<file path="src/rtl/lin_guard_pkg.sv">
package lin_guard_pkg;
  typedef enum logic [1:0] {
    SLEW_20K  = 2'b00,
    SLEW_10K  = 2'b01,
    SLEW_FAST = 2'b10,
    SLEW_RSVD = 2'b11
  } slew_e;

  localparam int WDATA_W = 4;
  localparam int RDATA_W = 6;
  localparam int BIT_IE    = 2;
  localparam int BIT_WAKE  = 3;
  localparam int BIT_OTST  = 4;
  localparam int BIT_PEND  = 5;
endpackage

</file>
<file path="src/rtl/lgc_sync.sv">
module lgc_sync #(
  parameter int              W       = 1,
  parameter int              STAGES  = 2,
  parameter logic [W-1:0]    RST_VAL = '0
) (
  input  logic         clk,
  input  logic         rst_n,
  input  logic [W-1:0] d,
  output logic [W-1:0] q
);
  logic [STAGES-1:0][W-1:0] stg;

  always_ff @(posedge clk or negedge rst_n) begin
    if (!rst_n) begin
      stg <= {STAGES{RST_VAL}};
    end else begin
      stg[0] <= d;
      for (int i = 1; i < STAGES; i++) stg[i] <= stg[i-1];
    end
  end

  assign q = stg[STAGES-1];
endmodule

</file>
<file path="src/rtl/lgc_txgate.sv">
module lgc_txgate (
  input  logic clk,
  input  logic rst_n,
  input  logic txd,
  input  logic therm_s,
  input  logic uv_s,
  input  logic uvsd_en,
  input  logic lp_req,
  output logic drv_out
);
  logic ot_lock;
  logic uv_lock;
  logic tx_ok;

  // Thermal lock holds until the fault is gone and txd is recessive.
  always_ff @(posedge clk or negedge rst_n) begin
    if (!rst_n) begin
      ot_lock <= 1'b0;
      uv_lock <= 1'b0;
    end else begin
      ot_lock <= therm_s | (ot_lock & ~txd);
      // Under-voltage locks only at a recessive point, so a dominant bit completes.
      uv_lock <= uvsd_en & uv_s & (uv_lock | txd);
    end
  end

  assign tx_ok   = ~therm_s & ~ot_lock & ~uv_lock & ~lp_req;
  assign drv_out = txd | ~tx_ok;

  // the thermal lock releases only after a cycle with txd high and no fault
  a_r4_ot_release: assert property (@(posedge clk) disable iff (!rst_n)
    $fell(ot_lock) |-> ($past(txd) && !$past(therm_s)));

  // the under-voltage lock never cuts a dominant bit short
  a_r7_uv_at_recessive: assert property (@(posedge clk) disable iff (!rst_n)
    $rose(uv_lock) |-> $past(txd));
endmodule

</file>
<file path="src/rtl/lgc_wake.sv">
module lgc_wake #(
  parameter int WAKE_CYC = 16
) (
  input  logic clk,
  input  logic rst_n,
  input  logic lp_req,
  input  logic rx_s,
  output logic wake_pulse
);
  localparam int CW = $clog2(WAKE_CYC + 1);
  localparam logic [CW-1:0] THR = CW'(WAKE_CYC);

  logic [CW-1:0] cnt;
  logic          rx_d;

  always_ff @(posedge clk or negedge rst_n) begin
    if (!rst_n) begin
      cnt        <= '0;
      rx_d       <= 1'b1;
      wake_pulse <= 1'b0;
    end else begin
      rx_d       <= rx_s;
      wake_pulse <= 1'b0;
      if (!lp_req) begin
        cnt <= '0;
      end else if (!rx_s) begin
        if (cnt < THR) cnt <= cnt + 1'b1;
      end else begin
        if (!rx_d && cnt >= THR) wake_pulse <= 1'b1;
        cnt <= '0;
      end
    end
  end

  // the wake request lasts one cycle
  a_r10_single_pulse: assert property (@(posedge clk) disable iff (!rst_n)
    wake_pulse |=> !wake_pulse);

  // a wake event is only produced in low-power mode
  a_r9_lp_only: assert property (@(posedge clk) disable iff (!rst_n)
    wake_pulse |-> $past(lp_req));
endmodule

</file>
<file path="src/rtl/lgc_regs.sv">
module lgc_regs
  import lin_guard_pkg::*;
(
  input  logic               clk,
  input  logic               rst_n,
  input  logic               wr,
  input  logic               rd,
  input  logic [WDATA_W-1:0] wdata,
  input  logic               therm_s,
  input  logic               wake_ev,
  output logic [RDATA_W-1:0] rdata,
  output logic [1:0]         slew,
  output logic               irq
);
  slew_e slew_q;
  logic  ot_ie;
  logic  wake_flag;
  logic  irq_pend;
  logic  therm_d;
  logic  onset;

  assign onset = therm_s & ~therm_d;

  always_ff @(posedge clk or negedge rst_n) begin
    if (!rst_n) begin
      slew_q    <= SLEW_20K;
      ot_ie     <= 1'b0;
      wake_flag <= 1'b0;
      irq_pend  <= 1'b0;
      therm_d   <= 1'b0;
    end else begin
      therm_d <= therm_s;
      if (wr) begin
        ot_ie <= wdata[BIT_IE];
        if (wdata[1:0] != SLEW_RSVD) slew_q <= slew_e'(wdata[1:0]);
      end
      if (wake_ev)                       wake_flag <= 1'b1;
      else if (wr && wdata[BIT_WAKE])    wake_flag <= 1'b0;
      if (onset && ot_ie)                irq_pend  <= 1'b1;
      else if (rd)                       irq_pend  <= 1'b0;
    end
  end

  assign slew  = slew_q;
  assign irq   = irq_pend;
  assign rdata = {irq_pend, therm_s, wake_flag, ot_ie, slew_q};

  // a pending interrupt only appears with the enable set
  a_r5_irq_needs_ie: assert property (@(posedge clk) disable iff (!rst_n)
    $rose(irq_pend) |-> $past(ot_ie));

  // a fault that persists does not re-raise an acknowledged interrupt
  a_r6_no_retrigger: assert property (@(posedge clk) disable iff (!rst_n)
    (therm_s && therm_d && !irq_pend) |=> !irq_pend);

  // the reserved slew code never lands in the field
  a_r2_no_rsvd: assert property (@(posedge clk) disable iff (!rst_n)
    slew_q != SLEW_RSVD);
endmodule

</file>
<file path="src/rtl/lin_guard_ctrl.sv">
module lin_guard_ctrl
  import lin_guard_pkg::*;
#(
  parameter int WAKE_CYC    = 16,
  parameter int SYNC_STAGES = 2
) (
  input  logic               clk,
  input  logic               rst_n,
  input  logic               txd_in,
  input  logic               rxd_in,
  input  logic               therm_flt,
  input  logic               uv_flt,
  input  logic               lp_req,
  input  logic               uvsd_en,
  input  logic               reg_wr,
  input  logic               reg_rd,
  input  logic [WDATA_W-1:0] reg_wdata,
  output logic [RDATA_W-1:0] reg_rdata,
  output logic [1:0]         slew_sel,
  output logic               drv_out,
  output logic               irq,
  output logic               wake_req
);
  logic [2:0] async_in;
  logic [2:0] sync_out;
  logic       therm_s;
  logic       uv_s;
  logic       rx_s;

  assign async_in = {rxd_in, uv_flt, therm_flt};

  lgc_sync #(.W(3), .STAGES(SYNC_STAGES), .RST_VAL(3'b100)) u_sync (
    .clk(clk), .rst_n(rst_n), .d(async_in), .q(sync_out));

  assign therm_s = sync_out[0];
  assign uv_s    = sync_out[1];
  assign rx_s    = sync_out[2];

  lgc_txgate u_gate (
    .clk(clk), .rst_n(rst_n), .txd(txd_in), .therm_s(therm_s), .uv_s(uv_s),
    .uvsd_en(uvsd_en), .lp_req(lp_req), .drv_out(drv_out));

  lgc_wake #(.WAKE_CYC(WAKE_CYC)) u_wake (
    .clk(clk), .rst_n(rst_n), .lp_req(lp_req), .rx_s(rx_s), .wake_pulse(wake_req));

  lgc_regs u_regs (
    .clk(clk), .rst_n(rst_n), .wr(reg_wr), .rd(reg_rd), .wdata(reg_wdata),
    .therm_s(therm_s), .wake_ev(wake_req), .rdata(reg_rdata), .slew(slew_sel),
    .irq(irq));

  // a live thermal fault keeps the bus recessive
  a_r3_therm_recessive: assert property (@(posedge clk) disable iff (!rst_n)
    therm_s |-> drv_out);

  // low-power mode keeps the bus recessive
  a_r8_lp_recessive: assert property (@(posedge clk) disable iff (!rst_n)
    lp_req |-> drv_out);
endmodule

</file>
<file path="config.mk">
export PLATFORM = sky130hd
export DESIGN_NAME = lin_guard_ctrl
export DESIGN_NICKNAME = d
export VERILOG_FILES = /design/src/rtl/lin_guard_pkg.sv /design/src/rtl/lgc_sync.sv /design/src/rtl/lgc_txgate.sv /design/src/rtl/lgc_wake.sv /design/src/rtl/lgc_regs.sv /design/src/rtl/lin_guard_ctrl.sv
export SDC_FILE = /design/constraint.sdc
export NUM_CORES = 1
export LEC_CHECK = 0
export BUFFER_PORTS_ARGS = -buffer_cell sky130_fd_sc_hd__buf_2
export CAP_MARGIN = 0
export CORE_MARGIN = 3
export CORE_UTILIZATION = 45
export DETAILED_ROUTE_END_ITERATION = 8
export PLACE_DENSITY_LB_ADDON = 0.3
export SYNTH_ARGS = -nofsm -noshare
export SYNTH_HDL_FRONTEND = slang
export SYNTH_SLANG_ARGS = --single-unit
</file>
<file path="constraint.sdc">
create_clock -name clk -period 1.5 [get_ports clk]
set_input_delay 0.45 -clock clk [delete_from_list [all_inputs] [get_ports clk]]
set_output_delay 0.45 -clock clk [all_outputs]
set_load 0.02 [all_outputs]
</file>
Word-level counts from Yosys, hierarchy flattened
Cells that the tools add are included.

Add/sub/neg operators: 1. Magnitude comparators: 2. Eq/ne operators: 2. Mux-type cells: 10. Bitwise gates (word level): 17. Reductions and logical operators: 7.

Operator list (number): two-way mux 5 bit (3); bitwise AND 1 bit (7); two-way mux 1 bit (7); NOT 1 bit (7); adder 5 x 1 -> 5 bit (second input constant) (1); greater-or-equal comparator 5 bit (second input constant) (1); < comparator 5 bit (second input constant) (1); nonzero test 2 bit (2); logical AND 1 bit (3); != test 3 x 1 -> 1 bit (second input constant) (1); OR 1 bit (3); != test 2 bit (second input constant) (1); AND reduction 2 bit (1); zero test 1 bit (1).

Bits in registers: 21. Input bits: 14.

Depth between registers and ports, before layout
Gate-level depths: netlist of run 1.

Word-level depth: 6. Mapped depth: 4. Mapped depth without buffers: 4.

Cells and area by module
Synthesis of run 1 repeated with hierarchy kept, for this count alone.

Cells, all modules: 61. Area total of the unflattened synthesis: 800.8 sq um.

Modules (own cells, without submodules): lgc_wake (times used 1, cells each 22, area an instance 281.5 sq um, sequential area each 176.4 sq um); lgc_regs (times used 1, cells each 23, area an instance 261.5 sq um, sequential area each 150.1 sq um); lgc_sync (times used 1, cells each 9, area an instance 175.2 sq um, sequential area each 152.6 sq um); lgc_txgate (times used 1, cells each 7, area an instance 82.6 sq um, sequential area each 50.0 sq um).

Least setup slack after synthesis of run 1
OpenSTA, ideal clock, no wires.

Path type: in2out. From: in txd_in. To: out drv_out. Arrival time: 1.162 ns. Data required time: 1.050 ns. Path slack: -0.112 ns. Cell stages on the path: 2. Path buffers: 0. Path through: or2_1 or4_1.

Cells in the longest elaborated chain, start to end: 1.

RTL lines: from (decl) (line lin_guard_ctrl.sv:9) `input logic txd_in,`; OR 1 bit (line lgc_txgate.sv:28) `assign drv_out = txd | ~tx_ok;`; to (decl) (line lin_guard_ctrl.sv:20) `output logic drv_out,`.

Every way passes these cells.

Worst setup path after layout of run 1
From: reg u_gate.uv_lock. To: out drv_out.

Cells in the longest elaborated chain, start to end: 5.

RTL lines: from (decl) (line lgc_txgate.sv:12) `logic uv_lock;`; from (signal assigned) (line lgc_txgate.sv:23) `uv_lock <= uvsd_en & uv_s & (uv_lock | txd);`; NOT 1 bit (line lgc_txgate.sv:27) `assign tx_ok = ~therm_s & ~ot_lock & ~uv_lock & ~lp_req;`; bitwise AND 1 bit (2 in a row) (line lgc_txgate.sv:27); NOT 1 bit (line lgc_txgate.sv:28); OR 1 bit (line lgc_txgate.sv:28).

Every way passes these cells.

==> results.md, run 1 <==
- Final instance area: 922.1 µm²
- Worst Tran Pin Value: 0.4354 ns
- Port Buf Inserts: 24
- Critical path class: reg -> out
- Syn nets: 74
- CTS root buffer: clkbuf_4
- Slew HR: 70.98%
- Total core area: 1559 µm²
- Vias in the first global route: 424
- Clock power frac: 26.0%
- GRT Total Usage: 11.67%
- Post-route ant nets: 0
- Synth Instances: 59
- Min-Delay Path Class: in -> async
- Vias per std cell: 4.889
- Final global-route overflow total: 0
- Min Tclk post-route: 1.893 ns
- CP endpoint kind: output pin
- Hold_buf cts: 0
- Layout cells sized above 1: 42.17%
- Syn avg cell area: 13.15 µm²
- Pint: 0.7474 mW
- DP Area: 889.6 µm²
- Global-route wire length before repair: 1725 µm
- Peak supply drop: 0.0007806 V
- Area Overhead vs Synth: 18.87%
- Fin. max-slew vios: 0
- Max clock buf depth: 2
- Crit start category: flop
- Drt drc: 0
- Reg area: 529.3 µm²
- Layout Nets: 99
- Min Hold Slack: 0.07823 ns
- TritonCTS clock tree: done
- Clk slew on worst S/H paths: 0.10 ns
- Top FF cell, synth: dfrtp_1
- CTS Sinks: 21
- DRT Pass-1 Iters: 4
- Fillers: 135
- Net Switching: 0.2339 mW
- Outcome: finished with violations
- Post-synth EDFFs: 0
- Skew final: 0.001072 ns
- Flop pwr share: 62.3%
- Detailed Route WL: 1131 µm
- Pleak: 0.4868 nW
- Die Wd: 47.52 µm
- Area of the multi-input gates: 197.7 µm²
- Yosys cell types: 21
- CTS buffer count: 3
- Worst-Skew Late Latency: 0.29 ns
- Row cnt: 14
- CP max FO: 2
- Fin util: 59.15%
- Count of state elements after synthesis: 21
- Switch share: 23.84%
- I/O pin count: 25
- Setup bufs post-CTS: 0
- Seq/Total Area, Yosys: 68.23%
- Drt first-iter violations: 3
- Chip Height: 47.52 µm
- Final Hold Fails: 0
- Total die area: 2258 µm²
- Drt wl/cell: 11.42 µm
- # H-tree levels: 1
- RD Place Congestion: 0.6619
- PD cells: 1064 nW/µm²
- Initial core utilization: 49.76%
- Gate power share: 11.7%
- Largest net degree at the start of global routing: 22
- Fmax: 528.2 MHz
- Vias: 484
- Ys Warns: 0
- Diode count: 0
- Critical Path AT: 1.44 ns
- Synth async-reset ratio: 100.0%
- Initial antenna violation count: 0
- Setup slack after layout: -0.3931 ns
- # setup viols final: 1
- Worst endpoint required time: 1.05 ns
- Final worst-path cycle share: 126.2%
- RSZ-0062 raised after global routing: yes
- Mapped Area: 775.7 µm²
- Failing checks: negative setup slack
- Max Cap Viol: 0
## repair_timing
action                                  4_1_cts  5_1_grt
resized for setup                             2        0
endpoints found under the setup margin        1        1
pin swaps                                     1        0
## cells in the mapped netlist, types with 2 or more instances
library cell / instances / area share [%]
inv_1: 2 / 0.97
dfstp_2: 3 / 10
xor2_1: 2 / 2.3
nor2_1: 9 / 4.4
buf_4: 6 / 5.8
nor2b_1: 3 / 2.4
nand2_1: 2 / 0.97
dfrtp_1: 18 / 58
a21o_1: 2 / 1.9
## critical path, cell delays in order (launching register included)
cell and delay, ns:
dfrtp_1 0.38, or2_1 0.21, or4_4 0.41, buf_6 0.14
## metal layers
layer  track usage (%)  vias up  share of wire (%)
li1                  -      235                  -
met3             3.383        0                8.0
met4             8.287        0                  0
met1             11.54      226                 42
met2             20.59       23                 50
met5                 0        -                  0
## placed cells by master, fill, tap and decap left out
cell and instances:
buf_2 23, dfrtp_1 18, nor2_1 9, nor2b_1 3, clkbuf_4 3, dfstp_2 3
inv_1 2, a21o_1 2, xor2_1 2, nand2_1 2, buf_4 2, or2_1 1
or4_4 1, and3_2 1, and4b_1 1, nand2b_1 1, nand4b_1 1, o22ai_1 1
mux2_2 1, a31oi_1 1, xnor2_1 1, mux2i_1 1, ha_1 1, clkbuf_1 1
buf_6 1
## final timing paths
kind,depth (start not counted),slack [ns],startpoint,to
setup / recovery,3,-0.39,u_gate.uv_lock,drv_out
hold / removal,1,0.08,rst_n,u_regs.irq
setup reg to reg,4,0.44,u_wake.cnt[0],u_wake.cnt[2]
hold reg to reg,0,0.36,u_sync.stg[1],u_sync.q[1]
max in group asynchronous,1,1.09,rst_n,u_sync.stg[2]
min in group clk,1,0.24,rxd_in,u_sync.stg[2]
## final cells by class
class | instances | area share [%]
multi-input combinational | 30 | 21.44
sequential | 21 | 57.39
timing repair buffer | 26 | 15.33
clock buffer | 4 | 2.849
tap | 16 | 2.171
inverter | 2 | 0.8141
## cell families (layout without fill, tap and decap cells)
| group | count (synthesis) | after routing | synth area share [%] |
|---|---|---|---|
| and+or+nand+nor | 20 | 20 | 13.71 |
| buffers and inverters | 8 | 32 | 6.774 |
| AOI/OAI and AO/OA | 4 | 4 | 3.549 |
| muxes | 2 | 2 | 2.742 |
| DFF | 21 | 21 | 68.23 |
| adders and majority gates | 1 | 1 | 1.613 |
| xor gates and xnor gates | 3 | 3 | 3.388 |
## per-stage QoR
| step | TNS, ns | setup WS [ns] | power [mW] | instances |
|---|---|---|---|---|
| finish | -0.3931 | -0.3931 | 0.9813 | 99 |
| global route | -0.4468 | -0.4468 | 1.035 | 99 |
| CTS | -0.4183 | -0.4183 | 1.007 | 99 |
| detailed placement | -0.2820 | -0.2820 | 0.7389 | 95 |
| global placement | -0.2720 | -0.2720 | 0.7336 | 95 |
| floorplan | -0.05955 | -0.05955 | 0.6953 | 59 |
## power groups by stage
| stage | clock network, mW | registers (mW) | logic (mW) |
|---|---|---|---|
| floorplan | 0 | 0.632 | 0.0628 |
| global placement | 0 | 0.620 | 0.113 |
| detailed placement | 0 | 0.623 | 0.116 |
| CTS | 0.277 | 0.612 | 0.117 |
| global route | 0.291 | 0.616 | 0.128 |
| finish | 0.255 | 0.611 | 0.115 |
## sequential cells by signal, indices dropped and copies added, names as in the netlist
| signal | flops |
|---|---|
| u_wake.cnt | 5 |
| u_sync.q | 3 |
| u_sync.stg | 3 |
| u_regs.slew | 2 |
| u_gate.ot_lock | 1 |
| u_gate.uv_lock | 1 |
| u_regs.irq | 1 |
| u_regs.ot_ie | 1 |
| u_regs.therm_d | 1 |
| u_regs.wake_flag | 1 |
| u_wake.rx_d | 1 |
| u_wake.wake_pulse | 1 |
(Power assumes the default switching activity.)
==> run 2, diff against run 1 <==
--- a/config.mk
+++ b/config.mk
@@ -10,7 +10,7 @@
 export CORE_MARGIN = 3
 export CORE_UTILIZATION = 45
 export DETAILED_ROUTE_END_ITERATION = 8
-export PLACE_DENSITY_LB_ADDON = 0.3
+export PLACE_DENSITY = 0.76
 export SYNTH_ARGS = -nofsm -noshare
 export SYNTH_HDL_FRONTEND = slang
 export SYNTH_SLANG_ARGS = --single-unit
==> results.md, run 2 (synthesized netlist as in run 1, its figures left out) <==
- Outcome: finished with violations (unchanged)
- Failing checks: negative setup slack (unchanged)
- Setup slack after layout: -0.4087 ns (was -0.3931 ns)
- Top reg by flops: u_wake.cnt (unchanged)
- Grt peak-use layer: met2 (unchanged)
- Area of the multi-input gates: 197.7 µm² (unchanged)
- Hold_buf cts: 0 (unchanged)
- Slew HR: 71.00% (was 70.98%)
- I/O pin count: 25 (unchanged)
- Fin util: 59.79% (was 59.15%)
- Min Tclk post-route: 1.909 ns (was 1.893 ns)
- Final Hold Fails: 0 (unchanged)
- Drt drc: 0 (unchanged)
- Max reg flops: 5 (unchanged)
- Layout Nets: 99 (unchanged)
- Global-route wire length before repair: 1932 µm (was 1725 µm)
- PD cells: 1071 nW/µm² (was 1064 nW/µm²)
- Max Cap Viol: 0 (unchanged)
- Layout cells sized above 1: 43.37% (was 42.17%)
- Drt first-iter violations: 3 (unchanged)
- Min-Delay Path Class: in -> async (unchanged)
- Pleak: 0.4879 nW (was 0.4868 nW)
- Final instance area: 932.1 µm² (was 922.1 µm²)
- Worst endpoint required time: 1.05 ns (about the same)
- Setup bufs post-CTS: 0 (unchanged)
- CP endpoint kind: output pin (unchanged)
- # setup viols final: 1 (unchanged)
- Max clock buf depth: 2 (unchanged)
- Total die area: 2258 µm² (unchanged)
- Fillers: 137 (was 135)
- M2 GR Usage: 21.93% (was 20.59%)
- Initial core utilization: 49.76% (unchanged)
- Port Buf Inserts: 24 (unchanged)
- DRT Pass-1 Iters: 2 (was 4)
- Met1 Track Usage GR: 13.63% (was 11.54%)
- Skew final: 0.008395 ns (was 0.001072 ns)
- Die Wd: 47.52 µm (unchanged)
- Clk slew on worst S/H paths: 0.12 ns (was 0.10 ns)
- Critical Path Source: u_gate.uv_lock (unchanged)
- CTS buffer count: 3 (unchanged)
- Met3 Use GR: 3.383% (unchanged)
- Reg area: 529.3 µm² (unchanged)
- CTS root buffer: clkbuf_4 (unchanged)
- RD Place Congestion: 0.6132 (was 0.6619)
- Most frequent cells in the layout: buf_2 (22), dfrtp_1 (18), nor2_1 (9) (was buf_2 (23), dfrtp_1 (18), nor2_1 (9))
- Drt wl/cell: 11.80 µm (was 11.42 µm)
- Chip Height: 47.52 µm (unchanged)
- Vias per std cell: 5.030 (was 4.889)
- Final global-route overflow total: 0 (unchanged)
- # H-tree levels: 1 (unchanged)
- CTS Sinks: 21 (unchanged)
- Fin. max-slew vios: 0 (unchanged)
- Initial antenna violation count: 0 (unchanged)
- Worst Tran Pin Value: 0.4350 ns (was 0.4354 ns)
- Critical path class: reg -> out (unchanged)
- Largest net degree at the start of global routing: 22 (unchanged)
- Critical Path AT: 1.46 ns (was 1.44 ns)
- Area Overhead vs Synth: 20.16% (was 18.87%)
- PnR Total Power: 0.9983 mW (was 0.9813 mW)
- Detailed Route WL: 1168 µm (was 1131 µm)
- Final worst-path cycle share: 127.2% (was 126.2%)
- Reg-to-reg startpoint: u_wake.cnt[0] (unchanged)
- Crit start category: flop (unchanged)
- Most common cell after layout, fill and taps aside: buf_2 (unchanged)
- RSZ-0062 raised after global routing: yes (unchanged)
- GRT Total Usage: 13.21% (was 11.67%)
- Peak supply drop: 0.0007540 V (was 0.0007806 V)
- Vias in the first global route: 492 (was 424)
- CP max FO: 2 (unchanged)
- Worst-Skew Late Latency: 0.30 ns (was 0.29 ns)
- Fmax: 523.9 MHz (was 528.2 MHz)
- DP Area: 889.6 µm² (unchanged)
- DPL Wire Length: 877.5 µm
- Vias: 498 (was 484)
- Total core area: 1559 µm² (unchanged)
- Row cnt: 14 (unchanged)
- TritonCTS clock tree: done (unchanged)
- Diode count: 0 (unchanged)
- Post-route ant nets: 0 (unchanged)
## run 2: area by class of cell
type | count | area share [%]
sequential | 21 | 56.78
multi-input combinational | 30 | 21.21
timing repair buffer | 26 | 15.84
clock buffer | 3 | 2.416
tap | 16 | 2.148
clock inverter | 1 | 0.8054
inverter | 2 | 0.8054
## run 2: per-stage QoR
stage	cells	TNS, ns	hold slack, ns	setup slack, ns
floorplan	59	-0.05955	0.1544	-0.05955
global placement	95	-0.2724	0.3329	-0.2724
detailed placement	95	-0.2831	0.3347	-0.2831
CTS	99	-0.4157	0.06872	-0.4157
global route	99	-0.4747	0.07550	-0.4747
finish	99	-0.4087	0.06410	-0.4087
## run 2: path summary, 6_finish.rpt
path,to,slack (ns),cells past startpoint
min in group clk,u_sync.stg[2],0.23,1
setup reg to reg,u_wake.cnt[2],0.40,4
max in group asynchronous,u_wake.rx_d,1.09,1
hold / removal,u_regs.therm_d,0.06,1
hold reg to reg,u_sync.q[0],0.36,0
setup / recovery,drv_out,-0.41,3
## run 2: report_power, final
group / switching [mW] / internal [mW] / total [mW]
sequential: 0.0148 / 0.597 / 0.612
combinational: 0.0676 / 0.0486 / 0.116
clock: 0.169 / 0.102 / 0.270
## run 2: repair_timing
action	CTS	global route
hold endpoints to repair	0	0
gates resized for setup	2	2
endpoints found under the setup margin	1	2
pin swaps	1	0
## run 2: worst max-delay path, cell delays in order, from the launching register on
cell,delay [ns]
dfrtp_1,0.38
or2_1,0.21
or4_4,0.42
buf_6,0.15
## run 2: per-layer routing
layer	vias up	wire [µm]
met5	-	0
met4	0	29
met3	4	82
met2	23	583
met1	235	471
li1	236	-
==> run 3, diff against run 2 <==
--- a/config.mk
+++ b/config.mk
@@ -8,9 +8,9 @@
 export BUFFER_PORTS_ARGS = -buffer_cell sky130_fd_sc_hd__buf_2
 export CAP_MARGIN = 0
 export CORE_MARGIN = 3
-export CORE_UTILIZATION = 45
+export CORE_UTILIZATION = 47
 export DETAILED_ROUTE_END_ITERATION = 8
-export PLACE_DENSITY = 0.76
+export PLACE_DENSITY = 0.79
 export SYNTH_ARGS = -nofsm -noshare
 export SYNTH_HDL_FRONTEND = slang
 export SYNTH_SLANG_ARGS = --single-unit
==> results.md, run 3 (synthesized netlist as in run 1, its figures left out) <==
- Outcome: finished with violations (unchanged)
- Failing checks: negative setup slack (unchanged)
- Critical Path AT: 1.45 ns (was 1.46 ns)
- Worst endpoint required time: 1.05 ns (about the same)
- Most common cell after layout, fill and taps aside: buf_2 (unchanged)
- Sum Neg Setup Slack: -0.4037 ns (was -0.4087 ns)
- RSZ-0062 raised after global routing: yes (unchanged)
- Area of the multi-input gates: 197.7 µm² (unchanged)
- Diode count: 0 (unchanged)
- Worst slack at placement: -0.2849 ns (was -0.2831 ns)
- Post-route ant nets: 0 (unchanged)
- Net Switching: 0.2381 mW (was 0.2511 mW)
- GRT Total Usage: 12.86% (was 13.21%)
- Initial core utilization: 50.90% (was 49.76%)
- I/O pin count: 25 (unchanged)
- PnR Total Power: 0.9854 mW (was 0.9983 mW)
- Reg area: 529.3 µm² (unchanged)
- Drt first-iter violations: 9 (was 3)
- Port Buf Inserts: 24 (unchanged)
- Most frequent cells in the layout: buf_2 (23), dfrtp_1 (18), nor2_1 (9) (was buf_2 (22), dfrtp_1 (18), nor2_1 (9))
- Global-route wire length before repair: 1883 µm (was 1932 µm)
- Vias per std cell: 4.808 (was 5.030)
- Flop pwr share: 62.1% (was 61.3%)
- Critical path class: reg -> out (unchanged)
- Fin. max-slew vios: 0 (unchanged)
- Hold_buf cts: 0 (unchanged)
- Clock power frac: 26.3% (was 27.1%)
- DPL Wire Length: 919.8 µm (was 877.5 µm)
- Max reg flops: 5 (unchanged)
- Die Wd: 46.63 µm (was 47.52 µm)
- Fmax: 525.3 MHz (was 523.9 MHz)
- Final worst-path cycle share: 126.9% (was 127.2%)
- Slew HR: 70.49% (was 71.00%)
- Fillers: 120 (was 137)
- Layout Nets: 99 (unchanged)
- Min Tclk post-route: 1.904 ns (was 1.909 ns)
- DRT Pass-1 Iters: 2 (unchanged)
- Top reg by flops: u_wake.cnt (unchanged)
- Crit path largest cell delay: 0.42 ns (about the same)
- Worst-Skew Late Latency: 0.29 ns (was 0.30 ns)
- Vias: 476 (was 498)
- Min-Delay Path Class: in -> async (unchanged)
- Clk slew on worst S/H paths: 0.11 ns (was 0.12 ns)
- Vias in the first global route: 474 (was 492)
- Area Overhead vs Synth: 18.87% (was 20.16%)
- CP endpoint kind: output pin (unchanged)
- Max Cap Viol: 0 (unchanged)
- Final Hold Fails: 0 (unchanged)
- CTS root buffer: clkbuf_4 (unchanged)
- Row cnt: 14 (unchanged)
- Min Hold Slack: 0.08289 ns (was 0.06410 ns)
- TritonCTS clock tree: done (unchanged)
- # H-tree levels: 1 (unchanged)
- Pint: 0.7474 mW (was 0.7472 mW)
- CTS Sinks: 21 (unchanged)
- Chip Height: 46.63 µm (was 47.52 µm)
- RD Place Congestion: 0.6262 (was 0.6132)
- Largest net degree at the start of global routing: 22 (unchanged)
- Gate power share: 11.7% (was 11.6%)
- Crit start category: flop (unchanged)
- Total die area: 2174 µm² (was 2258 µm²)
- # setup viols final: 1 (unchanged)
- PD cells: 1069 nW/µm² (was 1071 nW/µm²)
- Layout cells sized above 1: 42.17% (was 43.37%)
- Detailed Route WL: 1193 µm (was 1168 µm)
- Drt drc: 0 (unchanged)
- Crit path cell chain: or2_1 > or4_4 > buf_6 (unchanged)
- Switch share: 24.16% (was 25.16%)
- Initial antenna violation count: 0 (unchanged)
- Setup slack after layout: -0.4037 ns (was -0.4087 ns)
- Worst Tran Pin Value: 0.4426 ns (was 0.4350 ns)
- CP max FO: 2 (unchanged)
- CP max stage cell: or4_4 (unchanged)
- Final global-route overflow total: 0 (unchanged)
- Peak supply drop: 0.0006288 V (was 0.0007540 V)
- Total core area: 1524 µm² (was 1559 µm²)
- Fin util: 60.51% (was 59.79%)
- CTS buffer count: 3 (unchanged)
- Drt wl/cell: 12.05 µm (was 11.80 µm)
- Pleak: 0.4868 nW (was 0.4879 nW)
- Skew final: 0.002175 ns (was 0.008395 ns)
- Max clock buf depth: 2 (unchanged)
-- run 3: per-stage QoR --
stage,cell area (µm²),cells
after floorplan,779.5,59
after global placement,889.6,95
after detailed placement,889.6,95
after CTS,922.1,99
after global routing,922.1,99
final,922.1,99
-- run 3: power by group through the flow --
| stage | clock network [mW] | registers (mW) | logic (mW) |
|---|---|---|---|
| after floorplan | 0 | 0.632 | 0.0628 |
| after global placement | 0 | 0.620 | 0.113 |
| after detailed placement | 0 | 0.623 | 0.117 |
| after CTS | 0.274 | 0.612 | 0.118 |
| final | 0.259 | 0.612 | 0.115 |
| after global routing | 0.289 | 0.616 | 0.128 |
-- run 3: area by class of cell --
| type | count | area share [%] |
|---|---|---|
| clock buffer | 4 | 2.849 |
| inverter | 2 | 0.8141 |
| multi-input combinational | 30 | 21.44 |
| sequential | 21 | 57.39 |
| tap | 16 | 2.171 |
| timing repair buffer | 26 | 15.33 |
-- run 3: worst max-delay path, delay by kind of cell, from the launching register on --
family | cells | cell delay [ns]
AND/OR/NAND/NOR | 2 | 0.64
flip-flops | 1 | 0.39
buffers and inverters | 1 | 0.14
-- run 3: timing repair --
item                       in CTS  in global routing
hold endpoints to repair        0                  0
buffers inserted                0                  0
pin swaps                       1                  0
gates resized for setup         2                  0
setup endpoints to repair       1                  1
-- run 3: path summary, 6_finish.rpt --
kind                           startpoint            end  slack [ns]  depth (start not counted)
min in group clk                   rxd_in  u_sync.stg[2]        0.25                          1
max in group asynchronous           rst_n    u_sync.q[2]        1.08                          1
hold reg to reg             u_sync.stg[0]    u_sync.q[0]        0.36                          0
setup reg to reg            u_wake.cnt[0]  u_wake.cnt[2]        0.45                          4
hold / removal                      rst_n   u_regs.ot_ie        0.08                          1
setup / recovery           u_gate.uv_lock        drv_out       -0.40                          3
-- run 3: metal layers --
metal / up-vias / part of all wire, % / global-route usage, %
met4: 0 / 0.59 / 6.630
met2: 21 / 52 / 25.27
met5: - / 0 / 0
met3: 2 / 8.5 / 2.344
li1: 235 / - / -
met1: 218 / 39 / 12.25
